## config.mk

```make
export PLATFORM = sky130hd
export DESIGN_NAME = pcx_guard_reg
export DESIGN_NICKNAME = d
export VERILOG_FILES = /design/src/rtl/pcx_pkg.sv /design/src/rtl/pcx_ctrl.sv /design/src/rtl/pcx_datapath.sv /design/src/rtl/pcx_guard_reg.sv
export SDC_FILE = /design/constraint.sdc
export NUM_CORES = 1
export LEC_CHECK = 0
export BUFFER_PORTS_ARGS = -buffer_cell sky130_fd_sc_hd__buf_2
export CAP_MARGIN = 10
export CORE_ASPECT_RATIO = 2
export CORE_MARGIN = 4
export CORE_UTILIZATION = 45
export DETAILED_ROUTE_END_ITERATION = 16
export PLACE_DENSITY_LB_ADDON = 0.2
export SKIP_CTS_REPAIR_TIMING = 1
export SYNTH_ARGS = -nofsm -noshare
export SYNTH_HDL_FRONTEND = slang
export SYNTH_SLANG_ARGS = --single-unit
```

## constraint.sdc

```tcl
create_clock -name clk -period 2.1 [get_ports clk]
set_input_delay 0.63 -clock clk [delete_from_list [all_inputs] [get_ports clk]]
set_output_delay 0.63 -clock clk [all_outputs]
set_load 0.01 [all_outputs]
```

## src/rtl/pcx_pkg.sv

```systemverilog
package pcx_pkg;
  localparam int CTX_W    = 4;
  localparam int NUM_CTX  = 1 << CTX_W;
  localparam int PRIO_W   = 2;
  localparam int PRIV_BIT = 0;
  localparam int SEC_BIT  = 1;
  localparam int CTX_LSB  = 4;
  localparam int PRIO_LSB = 8;
  localparam int MASK_LSB = 16;
  localparam int DATA_W   = MASK_LSB + NUM_CTX;

  typedef struct packed {
    logic               ldCfg;
    logic               ldCtx;
    logic               ldRead;
    logic [CTX_W-1:0]   ctxNext;
    logic [NUM_CTX-1:0] maskNext;
  } pcxStrobes_t;
endpackage

```

## src/rtl/pcx_ctrl.sv

```systemverilog
module pcx_ctrl
  import pcx_pkg::*;
(
  input  logic               wrEn,
  input  logic [DATA_W-1:0]  wrData,
  input  logic [CTX_W-1:0]   wrCtx,
  input  logic [NUM_CTX-1:0] maskQ,
  input  logic [NUM_CTX-1:0] hndlValid,
  input  logic               hwEnter,
  input  logic [CTX_W-1:0]   hwCtx,
  input  logic               rdEn,
  output pcxStrobes_t        strb
);
  logic [CTX_W-1:0]   reqCtx;
  logic               trustedWriter;
  logic               ctxPermitted;
  logic [NUM_CTX-1:0] filteredMask;
  logic               unusedCtrlBits;

  assign reqCtx         = wrData[CTX_LSB +: CTX_W];
  assign unusedCtrlBits = ^{wrData[CTX_LSB-1:0], wrData[MASK_LSB-1:CTX_LSB+CTX_W], hndlValid[0]};

  // Mask bit 0 is never writable; handler-owned contexts are forced clear.
  assign filteredMask[0] = 1'b0;
  for (genvar i = 1; i < NUM_CTX; i++) begin : g_maskFilter
    assign filteredMask[i] = wrData[MASK_LSB + i] & ~hndlValid[i];
  end

  always_comb begin
    trustedWriter = (wrCtx == '0);
    ctxPermitted  = trustedWriter | maskQ[reqCtx];
    strb.ldCfg    = wrEn;
    strb.ldRead   = rdEn;
    strb.maskNext = filteredMask;
    strb.ldCtx    = hwEnter | (wrEn & ctxPermitted);
    strb.ctxNext  = hwEnter ? hwCtx : reqCtx;
  end
endmodule

```

## src/rtl/pcx_datapath.sv

```systemverilog
module pcx_datapath
  import pcx_pkg::*;
#(
  parameter logic             RESET_PRIV = 1'b1,
  parameter logic             RESET_SEC  = 1'b1,
  parameter logic [PRIO_W-1:0] RESET_PRIO = '1
) (
  input  logic               clk,
  input  logic               rstN,
  input  pcxStrobes_t        strb,
  input  logic [DATA_W-1:0]  wrData,
  output logic [CTX_W-1:0]   ctxQ,
  output logic [NUM_CTX-1:0] maskQ,
  output logic [DATA_W-1:0]  rdData
);
  logic              privQ;
  logic              secQ;
  logic [PRIO_W-1:0] prioQ;
  logic [DATA_W-1:0] image;
  logic              unusedDpBits;

  assign unusedDpBits = ^{wrData[CTX_LSB-1:SEC_BIT+1], wrData[PRIO_LSB-1:CTX_LSB],
                          wrData[MASK_LSB-1:PRIO_LSB+PRIO_W], wrData[DATA_W-1:MASK_LSB]};

  always_ff @(posedge clk or negedge rstN) begin
    if (!rstN) begin
      privQ <= RESET_PRIV;
      secQ  <= RESET_SEC;
      prioQ <= RESET_PRIO;
      maskQ <= '0;
    end else if (strb.ldCfg) begin
      privQ <= wrData[PRIV_BIT];
      secQ  <= wrData[SEC_BIT];
      prioQ <= wrData[PRIO_LSB +: PRIO_W];
      maskQ <= strb.maskNext;
    end
  end

  always_ff @(posedge clk or negedge rstN) begin
    if (!rstN)           ctxQ <= '0;
    else if (strb.ldCtx) ctxQ <= strb.ctxNext;
  end

  always_comb begin
    image                         = '0;
    image[PRIV_BIT]               = privQ;
    image[SEC_BIT]                = secQ;
    image[CTX_LSB +: CTX_W]       = ctxQ;
    image[PRIO_LSB +: PRIO_W]     = prioQ;
    image[MASK_LSB +: NUM_CTX]    = maskQ;
  end

  always_ff @(posedge clk or negedge rstN) begin
    if (!rstN)            rdData <= '0;
    else if (strb.ldRead) rdData <= image;
  end
endmodule

```

## src/rtl/pcx_guard_reg.sv

```systemverilog
module pcx_guard_reg
  import pcx_pkg::*;
(
  input  logic               clk,
  input  logic               rstN,
  input  logic               wrEn,
  input  logic [DATA_W-1:0]  wrData,
  input  logic [CTX_W-1:0]   wrCtx,
  input  logic [NUM_CTX-1:0] hndlValid,
  input  logic               hwEnter,
  input  logic [CTX_W-1:0]   hwCtx,
  input  logic               rdEn,
  output logic [DATA_W-1:0]  rdData,
  output logic [CTX_W-1:0]   curCtx
);
  pcxStrobes_t        strb;
  logic [NUM_CTX-1:0] maskState;

  pcx_ctrl u_ctrl (
    .wrEn      (wrEn),
    .wrData    (wrData),
    .wrCtx     (wrCtx),
    .maskQ     (maskState),
    .hndlValid (hndlValid),
    .hwEnter   (hwEnter),
    .hwCtx     (hwCtx),
    .rdEn      (rdEn),
    .strb      (strb)
  );

  pcx_datapath u_dp (
    .clk    (clk),
    .rstN   (rstN),
    .strb   (strb),
    .wrData (wrData),
    .ctxQ   (curCtx),
    .maskQ  (maskState),
    .rdData (rdData)
  );
endmodule

```

## Word-level counts from Yosys, hierarchy flattened

Index checks and enable logic that the tools add are counted.

| word-level totals | value |
|---|---|
| flip-flop bits (word level) | 46 |
| word-level logic and storage cells | 44 |

| cells by class | value |
|---|---|
| bitwise logic cells | 33 |
| reductions and logical operators | 1 |
| magnitude comparators | 1 |
| multiplexer cells | 3 |

Operator list:

| operator | number |
|---|---|
| bitwise AND 1 bit | 16 |
| inverter 1 bit | 15 |
| less-than comparator 4 x 5 -> 1 bit (second input constant) | 1 |
| binary-select mux 1 bit (select 4 bit) | 1 |
| logical NOT 4 bit | 1 |
| 2-to-1 mux 4 bit | 1 |
| OR 1 bit | 2 |
| 2-to-1 mux 1 bit | 1 |

## Logic depth before layout (Yosys ltp)

Gate-level depths: netlist of the first run.

| logic depth | value |
|---|---|
| depth in word-level cells | 5 |
| mapped depth | 6 |

## Modules after synthesis

Synthesis of the first run repeated with hierarchy kept, for this count alone.

| unflattened totals | value |
|---|---|
| cells, all modules | 147 |
| area, all modules | 2277.2 um^2 |

By module, submodules not included:

| module | cells an instance | area an instance (um^2) | instances |
|---|---|---|---|
| pcx_datapath | 110 | 1946.9 | 1 |
| pcx_ctrl | 37 | 330.3 | 1 |

## Worst setup path after synthesis of the first run

OpenSTA, ideal clock, no wires.

| timing | value |
|---|---|
| path kind | input port to flip-flop |
| from | input wrData[4] |
| to | register u_dp.ctxQ[0] |
| path slack | 0.072 ns |
| setup time | 0.127 ns |
| required time | 1.973 ns |
| path buffers | 1 |
| arrival | 1.901 ns |
| stages on the path | 6 |
| cells stage by stage | buf_6 -> mux4_1 -> nor2b_1 -> or4_4 -> a41oi_1 -> a2bb2oi_1 |

| between the ends | value |
|---|---|
| longest elaborated chain between the ends | 5 |
| elaborated cells between the ends (all ways) | 6 |
| classes of those cells | mux: 3; bitwise: 3 |

RTL lines:

| what | line | source |
|---|---|---|
| from (decl) | pcx_guard_reg.sv:7 | `input logic [DATA_W-1:0] wrData,` |
| binary-select mux 1 bit (select 4 bit) | pcx_ctrl.sv:31 | `ctxPermitted = trustedWriter \| maskQ[reqCtx];` |
| 2-to-1 mux 1 bit (implied by the code) | pcx_ctrl.sv:31 |  |
| OR 1 bit | pcx_ctrl.sv:31 |  |
| bitwise AND 1 bit | pcx_ctrl.sv:35 | `strb.ldCtx = hwEnter \| (wrEn & ctxPermitted);` |
| OR 1 bit | pcx_ctrl.sv:35 |  |
| to (signal assigned) | pcx_datapath.sv:41 | `else if (strb.ldCtx) ctxQ <= strb.ctxNext;` |
| to (decl) | pcx_datapath.sv:12 | `output logic [CTX_W-1:0] ctxQ,` |

Parallel ways exist; a longest one is shown, timed or not. The select of a mux whose other input is x is not followed.
A chain may end at the register's enable or synchronous reset.

## Worst setup path in the final report of the first run

| timing | value |
|---|---|
| from | input wrData[4] |
| to | register u_dp.ctxQ[1] |

| between the ends | value |
|---|---|
| longest elaborated chain between the ends | 5 |

RTL lines:

| what | line |
|---|---|
| binary-select mux 1 bit (select 4 bit) | pcx_ctrl.sv:31 |
| 2-to-1 mux 1 bit (implied by the code) | pcx_ctrl.sv:31 |
| OR 1 bit | pcx_ctrl.sv:31 |
| bitwise AND 1 bit | pcx_ctrl.sv:35 |
| OR 1 bit | pcx_ctrl.sv:35 |

No other way between the ends. The select of a mux whose other input is x is not followed.

==> results.md, run 1 <==
* Normalized max-slew margin at 0.631
* Crit-path max cell delay at 0.46 ns
* Worst skew pair latency at 0.29 ns
* Die boundary width at 56.1 um
* Final Routed Wirelength at 4190 um
* Depth of the most critical reg-to-reg path at 5
* Number of DRC violations after detailed routing at 0
* Average cell area after synthesis at 12.3 sq um
* Placed cell count at 298
* Synth Instances at 170
* Pwr/cell area at 741 nW/um^2
* Cell area after layout at 2610 sq um
* Leading post-synthesis cells by cell area: sky130_fd_sc_hd__dfrtp_1 50%, sky130_fd_sc_hd__mux2_2 15%, sky130_fd_sc_hd__dfstp_2 5.0%
* H-Tree Level Count at 2
* Start point of the critical path: wrData[4]
* Setup crit end kind: flip-flop
* Filler cells at 400
* Standard-cell row count at 34
* Startpoint of the worst-slack reg-to-reg timing path: u_dp.maskQ[12]
* Critical Path Sink: u_dp.ctxQ[1]
* Inserted Clock Buffers at 5
* Port-buffer cells at 77
* Sequential Area at 1160 sq um
* Synth Warn # at 0
* Main combinational cell family by area after synthesis: multiplexers
* Filler-free cell count of the finished design at 306
* DP Wirelength at 3200 um
* Initial drt markers at 23
* Total Die Area at 5850 sq um
* Cells along the critical path: buf_2, and2b_2, a2111oi_1, nor4_1, o31ai_1, a2bb2oi_1
* Die boundary height at 104 um
* Final core utilization at 0.589
* Share of synthesized cell area in and, or, nand and nor gates at 0.0906
* Signed area change from the synthesized netlist to the final layout at 24.9%
* Critical Setup Path Class: in -> reg
* GRT Total Usage at 0.152
* Placed instance area at 2510 sq um
* Startpoint type of the worst setup path: input port
* Top flip-flop cell by instance count after synthesis: sky130_fd_sc_hd__dfrtp_1
* Std-Cell Core Area at 4420 sq um
* Final Power at 1.93 mW
* Static Leak at 1.30 nW
* First-pass iteration count of the detailed router at 5
* Fin crit period at 1.89 ns
* First-pass GRT wire length at 7160 um
* Leading cell types in the layout, fill and taps excluded: 77 x sky130_fd_sc_hd__buf_2, 42 x sky130_fd_sc_hd__dfrtp_1, 28 x sky130_fd_sc_hd__mux2_2, 17 x sky130_fd_sc_hd__inv_1, 11 x sky130_fd_sc_hd__o21ai_0
* Highest attainable clock frequency at 530 MHz
* Footprint of the multi-input gates at 791 sq um
* Critical path fanouts, max at 8
* Pin count of the biggest net entering global routing at 41
* Biggest area consumer among synthesized cells: sky130_fd_sc_hd__dfrtp_1
* Type of the most critical hold path: in -> async
* Area share of fa/ha/maj cells after synthesis at 0
* Peak VDD IR at 578 uV
* Average vias per placed instance at 5.05
* Number of synthesized flops with an enable pin at 0
* Endpoints failing hold at 0
* Antenna-violating nets left at 0
* Net count, final at 312
* Total overflow reported by the global router at 0
* Routed via count at 1,545
* TritonCTS clock tree: built
* Unique masters post-synth at 31
* Cell area after synthesis at 2090 sq um
* Critical Path RT at 2.27 ns
* Leading cell type in the layout, fill and taps excluded: sky130_fd_sc_hd__buf_2
* Detail-routed net length per standard cell at 13.7 um
* Root buffer cell: sky130_fd_sc_hd__clkbuf_8
* Max Clock Skew at 0.00281 ns
* Antenna cell count at 0
* Number of maximum-capacitance violations at 0
* Register clock-pin slew on the reported worst setup and hold paths at 0.08 ns
* Worst reg2reg endpoint: u_dp.ctxQ[1]
* Setup Total Neg Slack at 0 ns
* Reg2Reg Setup Slack at 0.36 ns
* Number of pins with negative max-slew slack in the final report at 0
* Mux cell area share after synthesis at 0.176
* Number of antenna violations at the first check in global routing at 0
* Weighted congestion reported at the end of routability-driven placement at 0.756
* Post-route clock period utilization at 0.898
* Synthesized-area fraction occupied by ao, oa, aoi and oai cells at 0.0960
* Cell at the slowest stage of the critical path: sky130_fd_sc_hd__a2111oi_1
* Worst Tran Pin Value at 0.549 ns
* RSZ-0062 raised after global routing: false
* Share of cells above drive strength 1 at 0.496
* Sequential share of the synthesized area at 0.554
* Vias in the first global route at 1,634
* Top-area cell type share of the netlist area at 0.504
* Number of top-level pins at 97
* Number of sinks on the clock net at 46
* Setup-violating endpoint count in the final report at 0
* Status: complete, no violations
* Fraction of synthesized cell area in xor and xnor cells at 0
* CP Data Arrival Time at 2.06 ns
* Synthesis-stage register bit count at 46
* Initial cell density of the core at 0.471
* Bufs on Longest Clock Path at 2
* Fraction of synthesis flops using an asynchronous set or reset pin at 1.00
## sequential cells by signal, indices dropped and copies added, names as in the netlist
name,cells
u_dp.secQ,1
u_dp.rdData,23
u_dp.privQ,1
u_dp.ctxQ,4
u_dp.prioQ,2
u_dp.maskQ,15
## report_power, final
group          total (mW)  internal (mW)  switching (mW)
Combinational       0.352          0.185           0.168
Clock               0.534          0.265           0.269
Sequential           1.04          0.988          0.0539
Total                1.93           1.44           0.491
## kinds of logic (layout without fill, tap and decap cells)
| kind of cell | count (synthesis) | count (layout) |
|---|---|---|
| and+or+nand+nor | 30 | 30 |
| muxes | 30 | 30 |
| DFF | 46 | 46 |
| other | 1 | 9 |
| AOI/OAI and AO/OA | 30 | 30 |
| buffers and inverters | 33 | 107 |
## final cells by class
cell class,count,area share
tap,54,0.0259
inverter,17,0.0245
multi-input combinational,99,0.304
sequential,46,0.444
clock inverter,1,0.00192
timing repair buffer,82,0.167
clock buffer,7,0.0331
## per-layer routing
metal  up-vias  global-route usage  routed length (um)
met5         -                   0                   0
li1        748                   -                   -
met1       733               0.170                1620
met2        56               0.263                2180
met3         8              0.0398                 300
met4         0              0.0662                  90
## worst max-delay path, delay by kind of cell
family / cells / cell delay [ns]
buffers and inverters: 1 / 0.18
AND/OR/NAND/NOR: 2 / 0.39
AO/OA/AOI/OAI: 3 / 0.85
## metrics by stage
step	hold WS (ns)	setup WS, ns
global route	0.162	0.00217
finish	0.167	0.214
detailed placement	0.482	-0.0929
global placement	0.485	-0.0754
CTS	0.161	0.220
floorplan	0.334	0.0719
## synthesized netlist by cell type (3+ instances only)
master	n
sky130_fd_sc_hd__dfrtp_1	42
sky130_fd_sc_hd__mux2_2	28
sky130_fd_sc_hd__inv_1	17
sky130_fd_sc_hd__o21ai_0	11
sky130_fd_sc_hd__buf_4	10
sky130_fd_sc_hd__nand3b_1	10
sky130_fd_sc_hd__nand2_1	7
sky130_fd_sc_hd__o22ai_1	5
sky130_fd_sc_hd__clkbuf_1	4
sky130_fd_sc_hd__dfstp_2	4
sky130_fd_sc_hd__a2bb2oi_1	3
sky130_fd_sc_hd__a41oi_1	3
sky130_fd_sc_hd__nor2b_1	3
sky130_fd_sc_hd__o31ai_1	3
## worst min-delay path by stage
stage / end / slack, ns / cells after the start
2_1_floorplan: u_dp.ctxQ[0] / 0.33 / 0
3_3_place_gp: u_dp.rdData[29] / 0.48 / 1
3_5_place_dp: u_dp.rdData[29] / 0.48 / 1
4_1_cts: u_dp.rdData[29] / 0.16 / 1
5_1_grt: u_dp.rdData[29] / 0.16 / 1
6_report: u_dp.rdData[29] / 0.17 / 1
(Power assumes the default switching activity.)
==> run 2, diff against run 1 <==
--- a/config.mk
+++ b/config.mk
@@ -9,7 +9,7 @@
 export CAP_MARGIN = 10
 export CORE_ASPECT_RATIO = 2
 export CORE_MARGIN = 4
-export CORE_UTILIZATION = 45
+export CORE_UTILIZATION = 46
 export DETAILED_ROUTE_END_ITERATION = 16
 export PLACE_DENSITY_LB_ADDON = 0.2
 export SKIP_CTS_REPAIR_TIMING = 1
==> run 2 against run 1 <==
- fmax shrank 1.3%
- clock power increased by 17%
- via count grew 1.2%
- critical path type unchanged
- largest power group unchanged
- cell count increased by 0.33%
- final area up 0.96%
- register-to-register slack better by 0.03 ns
- die area decreased by 1.9%
- worst setup slack lost 0.025 ns
- sequential power about the same
==> results.md, run 2 (synthesized netlist as in run 1, its figures left out) <==
* Status: complete, no violations (unchanged)
* RSZ-0062 raised after global routing: false (unchanged)
* Routed via count at 1,563 (was 1,545)
* Static Leak at 1.32 nW (was 1.30 nW)
* Highest attainable clock frequency at 523 MHz (was 530 MHz)
* Critical Setup Path Class: in -> reg (unchanged)
* Type of the most critical hold path: in -> async (unchanged)
* Start point of the critical path: wrData[4] (unchanged)
* Leading cell types in the layout, fill and taps excluded: 77 x sky130_fd_sc_hd__buf_2, 42 x sky130_fd_sc_hd__dfrtp_1, 28 x sky130_fd_sc_hd__mux2_2, 17 x sky130_fd_sc_hd__inv_1, 11 x sky130_fd_sc_hd__o21ai_0 (unchanged)
* GRT Total Usage at 0.156 (was 0.152)
* Signed area change from the synthesized netlist to the final layout at 26.1% (was 24.9%)
* Total overflow reported by the global router at 0 (unchanged)
* Share of cells above drive strength 1 at 0.502 (was 0.496)
* Final Power at 2.02 mW (was 1.93 mW)
* First-pass iteration count of the detailed router at 4 (was 5)
* TritonCTS clock tree: built (unchanged)
* Worst reg2reg endpoint: u_dp.ctxQ[2] (was u_dp.ctxQ[1])
* Final hold slack at 0.307 ns (was 0.167 ns)
* Number of top-level pins at 97 (unchanged)
* Pin count of the biggest net entering global routing at 25 (was 41)
* DP Wirelength at 3340 um (was 3200 um)
* Total Die Area at 5740 sq um (was 5850 sq um)
* Initial drt markers at 20 (was 23)
* Critical path fanouts, max at 8 (unchanged)
* Number of pins with negative max-slew slack in the final report at 0 (unchanged)
* Fin crit period at 1.91 ns (was 1.89 ns)
* Largest registers: u_dp.rdData (23), u_dp.maskQ (15), u_dp.ctxQ (4) (unchanged)
* Bufs on Longest Clock Path at 2 (unchanged)
* Filler cells at 411 (was 400)
* Placed cell count at 299 (was 298)
* Endpoints failing hold at 0 (unchanged)
* Number of maximum-capacitance violations at 0 (unchanged)
* Detail-routed net length per standard cell at 13.9 um (was 13.7 um)
* Max Clock Skew at 0.00464 ns (was 0.00281 ns)
* Register containing the most flip-flops in the final layout: u_dp.rdData (unchanged)
* Post-route clock period utilization at 0.910 (was 0.898)
* Worst skew pair latency at 0.29 ns (about the same)
* Die boundary width at 55.6 um (was 56.1 um)
* Vias in the first global route at 1,632 (was 1,634)
* Max FFs per register at 23 (unchanged)
* Inserted Clock Buffers at 5 (unchanged)
* Cell area after layout at 2630 sq um (was 2610 sq um)
* Number of sinks on the clock net at 46 (unchanged)
* Setup Total Neg Slack at 0 ns (unchanged)
* Standard-cell row count at 34 (unchanged)
* Filler-free cell count of the finished design at 307 (was 306)
* Peak VDD IR at 709 uV (was 578 uV)
* First-pass GRT wire length at 7110 um (was 7160 um)
* Pwr/cell area at 769 nW/um^2 (was 741 nW/um^2)
* Worst Tran Pin Value at 0.581 ns (was 0.549 ns)
* H-Tree Level Count at 2 (unchanged)
* Root buffer cell: sky130_fd_sc_hd__clkbuf_8 (unchanged)
* Reg2Reg Setup Slack at 0.39 ns (was 0.36 ns)
* Number of antenna violations at the first check in global routing at 0 (unchanged)
* Depth of the most critical reg-to-reg path at 5 (unchanged)
* Antenna cell count at 0 (unchanged)
* Worst Setup Slack, final at 0.189 ns (was 0.214 ns)
* Leading cell type in the layout, fill and taps excluded: sky130_fd_sc_hd__buf_2 (unchanged)
* Final Routed Wirelength at 4270 um (was 4190 um)
* Weighted congestion reported at the end of routability-driven placement at 0.814 (was 0.756)
* Port-buffer cells at 77 (unchanged)
* Startpoint type of the worst setup path: input port (unchanged)
* Post-place setup slack at -0.134 ns (was -0.0929 ns)
* Die boundary height at 103 um (was 104 um)
* Net count, final at 313 (was 312)
* Antenna-violating nets left at 0 (unchanged)
* Final core utilization at 0.600 (was 0.589)
* Startpoint of the worst-slack reg-to-reg timing path: u_dp.maskQ[11] (was u_dp.maskQ[12])
* Setup crit end kind: flip-flop (unchanged)
* Initial cell density of the core at 0.476 (was 0.471)
* Normalized max-slew margin at 0.609 (was 0.631)
* Setup-violating endpoint count in the final report at 0 (unchanged)
* Average vias per placed instance at 5.09 (was 5.05)
* Placed instance area at 2520 sq um (was 2510 sq um)
* Critical Path RT at 2.27 ns (about the same)
* Number of DRC violations after detailed routing at 0 (unchanged)
* CP Data Arrival Time at 2.08 ns (was 2.06 ns)
* Register clock-pin slew on the reported worst setup and hold paths at 0.08 ns (about the same)
* Std-Cell Core Area at 4380 sq um (was 4420 sq um)
==> run 2: cell type report <==
type / count / area [sq um] / area share
Multi-Input combinational cell: 99 / 791 / 0.301
Inverter: 17 / 63.8 / 0.0243
Tap cell: 54 / 67.6 / 0.0257
Sequential cell: 46 / 1160 / 0.440
Clock inverter: 3 / 40.0 / 0.0152
Timing Repair Buffer: 83 / 443 / 0.168
Clock buffer: 5 / 68.8 / 0.0262
==> run 2: where the power goes <==
| part | internal (mW) | switching [mW] |
|---|---|---|
| registers | 0.988 | 0.0535 |
| logic | 0.186 | 0.169 |
| clock network | 0.350 | 0.276 |
| total | 1.52 | 0.499 |
==> run 2: worst max-delay path, cell delays in order <==
cell,delay [ns]
sky130_fd_sc_hd__buf_2,0.16
sky130_fd_sc_hd__mux4_1,0.35
sky130_fd_sc_hd__nor2b_1,0.06
sky130_fd_sc_hd__or4_4,0.56
sky130_fd_sc_hd__a41oi_1,0.22
sky130_fd_sc_hd__a2bb2oi_1,0.10
==> run 2: worst max-delay path by stage <==
| stage | endpoint | cells after the start |
|---|---|---|
| after floorplan | u_dp.ctxQ[0] | 6 |
| after global placement | u_dp.ctxQ[1] | 7 |
| after detailed placement | u_dp.ctxQ[1] | 6 |
| after CTS | u_dp.ctxQ[1] | 6 |
| after global routing | u_dp.ctxQ[1] | 6 |
| final | u_dp.ctxQ[1] | 6 |
==> run 2: layer usage <==
layer	part of all wire	wire [um]	vias to the layer above	global-route usage
met2	0.54	2300	61	0.295
li1	-	-	751	-
met4	0.018	76	0	0.0562
met3	0.072	306	8	0.0447
met5	0	0	-	0
met1	0.37	1590	743	0.162
==> run 3, diff against run 2 <==
--- a/config.mk
+++ b/config.mk
@@ -9,9 +9,10 @@
 export CAP_MARGIN = 10
 export CORE_ASPECT_RATIO = 2
 export CORE_MARGIN = 4
-export CORE_UTILIZATION = 46
+export CORE_UTILIZATION = 45
 export DETAILED_ROUTE_END_ITERATION = 16
 export PLACE_DENSITY_LB_ADDON = 0.2
+export RECOVER_POWER = 100
 export SKIP_CTS_REPAIR_TIMING = 1
 export SYNTH_ARGS = -nofsm -noshare
 export SYNTH_HDL_FRONTEND = slang
==> run 3 against run 2 <==
- clock skew shrank 0.0019 ns
- clock-buffer cell count grew 2
- non-clock buffer count shrank 1
- register-to-register slack lost 0.03 ns
- first-iteration DRC count grew 15%
- die area grew 2.0%
- final area shrank 3.0%
- wire length shrank 1.8%
- cell count shrank 0.33%
- sequential cell count is the same
- combinational power shrank 7.3%
- critical endpoint unchanged
- largest cell class unchanged
- largest power group unchanged
- highest routed layer unchanged
==> results.md, run 3 (synthesized netlist as in run 1, its figures left out) <==
* Routed via count at 1,552 (was 1,563)
* Leading cell types in the layout, fill and taps excluded: 47 x sky130_fd_sc_hd__buf_2, 42 x sky130_fd_sc_hd__dfrtp_1, 31 x sky130_fd_sc_hd__clkbuf_1, 28 x sky130_fd_sc_hd__mux2_2, 17 x sky130_fd_sc_hd__inv_1 (was 77 x sky130_fd_sc_hd__buf_2, 42 x sky130_fd_sc_hd__dfrtp_1, 28 x sky130_fd_sc_hd__mux2_2, 17 x sky130_fd_sc_hd__inv_1, 11 x sky130_fd_sc_hd__o21ai_0)
* Endpoints failing hold at 0 (unchanged)
* Number of DRC violations after detailed routing at 0 (unchanged)
* Post-place setup slack at -0.0929 ns (was -0.134 ns)
* Normalized max-slew margin at 0.377 (was 0.609)
* Signed area change from the synthesized netlist to the final layout at 22.3% (was 26.1%)
* DP Wirelength at 3200 um (was 3340 um)
* Initial drt markers at 23 (was 20)
* Register containing the most flip-flops in the final layout: u_dp.rdData (unchanged)
* Critical Setup Path Class: in -> reg (unchanged)
* Critical path fanouts, max at 8 (unchanged)
* First-pass iteration count of the detailed router at 4 (unchanged)
* Leading cell type in the layout, fill and taps excluded: sky130_fd_sc_hd__buf_2 (unchanged)
* Total Die Area at 5850 sq um (was 5740 sq um)
* TritonCTS clock tree: built (unchanged)
* Std-Cell Core Area at 4420 sq um (was 4380 sq um)
* Depth of the most critical reg-to-reg path at 5 (unchanged)
* Critical Path Sink: u_dp.ctxQ[1] (unchanged)
* Bufs on Longest Clock Path at 2 (unchanged)
* GRT Total Usage at 0.152 (was 0.156)
* Antenna cell count at 0 (unchanged)
* Start point of the critical path: wrData[4] (unchanged)
* Worst Tran Pin Value at 0.935 ns (was 0.581 ns)
* Total overflow reported by the global router at 0 (unchanged)
* Detail-routed net length per standard cell at 13.7 um (was 13.9 um)
* Number of sinks on the clock net at 46 (unchanged)
* Setup-violating endpoint count in the final report at 0 (unchanged)
* Final hold slack at 0.216 ns (was 0.307 ns)
* Number of maximum-capacitance violations at 0 (unchanged)
* Die boundary height at 104 um (was 103 um)
* Die boundary width at 56.1 um (was 55.6 um)
* H-Tree Level Count at 2 (unchanged)
* Startpoint of the worst-slack reg-to-reg timing path: u_dp.maskQ[12] (was u_dp.maskQ[11])
* Fin crit period at 1.88 ns (was 1.91 ns)
* Setup crit end kind: flip-flop (unchanged)
* Share of cells above drive strength 1 at 0.377 (was 0.502)
* Worst reg2reg endpoint: u_dp.ctxQ[1] (was u_dp.ctxQ[2])
* Post-route clock period utilization at 0.895 (was 0.910)
* Number of pins with negative max-slew slack in the final report at 0 (unchanged)
* Register clock-pin slew on the reported worst setup and hold paths at 0.08 ns (about the same)
* RSZ-0062 raised after global routing: false (unchanged)
* Status: complete, no violations (unchanged)
* Average vias per placed instance at 5.07 (was 5.09)
* Startpoint type of the worst setup path: input port (unchanged)
* Net count, final at 312 (was 313)
* Critical Path RT at 2.27 ns (about the same)
* Inserted Clock Buffers at 5 (unchanged)
* Highest attainable clock frequency at 532 MHz (was 523 MHz)
* CP Data Arrival Time at 2.05 ns (was 2.08 ns)
* Worst skew pair latency at 0.29 ns (about the same)
* First-pass GRT wire length at 7160 um (was 7110 um)
* Final Routed Wirelength at 4190 um (was 4270 um)
* Port-buffer cells at 77 (unchanged)
* Largest registers: u_dp.rdData (23), u_dp.maskQ (15), u_dp.ctxQ (4) (unchanged)
* Final core utilization at 0.576 (was 0.600)
* Pwr/cell area at 748 nW/um^2 (was 769 nW/um^2)
* Number of top-level pins at 97 (unchanged)
* Number of antenna violations at the first check in global routing at 0 (unchanged)
* Static Leak at 1.20 nW (was 1.32 nW)
* Initial cell density of the core at 0.471 (was 0.476)
* Pin count of the biggest net entering global routing at 41 (was 25)
* Standard-cell row count at 34 (unchanged)
* Antenna-violating nets left at 0 (unchanged)
* Max FFs per register at 23 (unchanged)
* Weighted congestion reported at the end of routability-driven placement at 0.756 (was 0.814)
* Reg2Reg Setup Slack at 0.36 ns (was 0.39 ns)
* Type of the most critical hold path: in -> async (unchanged)
* Worst Setup Slack, final at 0.220 ns (was 0.189 ns)
* Peak VDD IR at 574 uV (was 709 uV)
* Vias in the first global route at 1,634 (was 1,632)
* Root buffer cell: sky130_fd_sc_hd__clkbuf_8 (unchanged)
* Max Clock Skew at 0.00273 ns (was 0.00464 ns)
-- run 3: cell count changes in the layout (fill, tap and decap cells not counted), sizes merged --
cell,previous run,this run
clkinv,2,1
buf,83,50
clkbuf,5,39
bufinv,1,0
-- run 3: critical path: stages --
cell and delay [ns]:
sky130_fd_sc_hd__buf_2 0.18, sky130_fd_sc_hd__and2b_2 0.23, sky130_fd_sc_hd__a2111oi_1 0.46, sky130_fd_sc_hd__nor4_1 0.16
sky130_fd_sc_hd__o31ai_1 0.29, sky130_fd_sc_hd__a2bb2oi_1 0.10
-- run 3: metal layers --
metal  vias up  GRT usage  share of wire
met5         -          0              0
met1       737      0.170           0.38
met4         0     0.0662          0.021
li1        747          -              -
met3         8     0.0398          0.074
met2        60      0.263           0.52
-- run 3: worst min-delay path by stage --
stage | slack [ns] | start | cells past startpoint | to
floorplan | 0.33 | rstN | 0 | u_dp.ctxQ[0]
global placement | 0.48 | rstN | 1 | u_dp.rdData[29]
detailed placement | 0.48 | rstN | 1 | u_dp.rdData[29]
CTS | 0.16 | rstN | 1 | u_dp.rdData[29]
global route | 0.22 | rstN | 1 | u_dp.rdData[29]
finish | 0.22 | rstN | 1 | u_dp.rdData[29]
-- run 3: per-stage QoR --
step                      instances  power, mW  area (sq um)  setup TNS (ns)
after global routing            306       2.01          2550               0
after detailed placement        298       1.42          2510          -0.263
after global placement          298       1.41          2510          -0.236
after floorplan                 178       1.26          2120               0
final                           306       1.91          2550               0
after CTS                       306       1.97          2610               0
-- run 3: final cells by class --
cell class                      count  area (sq um)
Clock buffer                        7          86.3
Clock inverter                      1          5.00
Fill cell                         417          1870
Inverter                           17          63.8
Multi-Input combinational cell     99           791
Sequential cell                    46          1160
Tap cell                           54          67.6
Timing Repair Buffer               82           380
-- run 3: report_power, final --
group / internal (mW) / total, mW / switching, mW
Clock: 0.265 / 0.534 / 0.269
Sequential: 0.988 / 1.04 / 0.0560
Combinational: 0.162 / 0.329 / 0.167
Total: 1.42 / 1.91 / 0.492
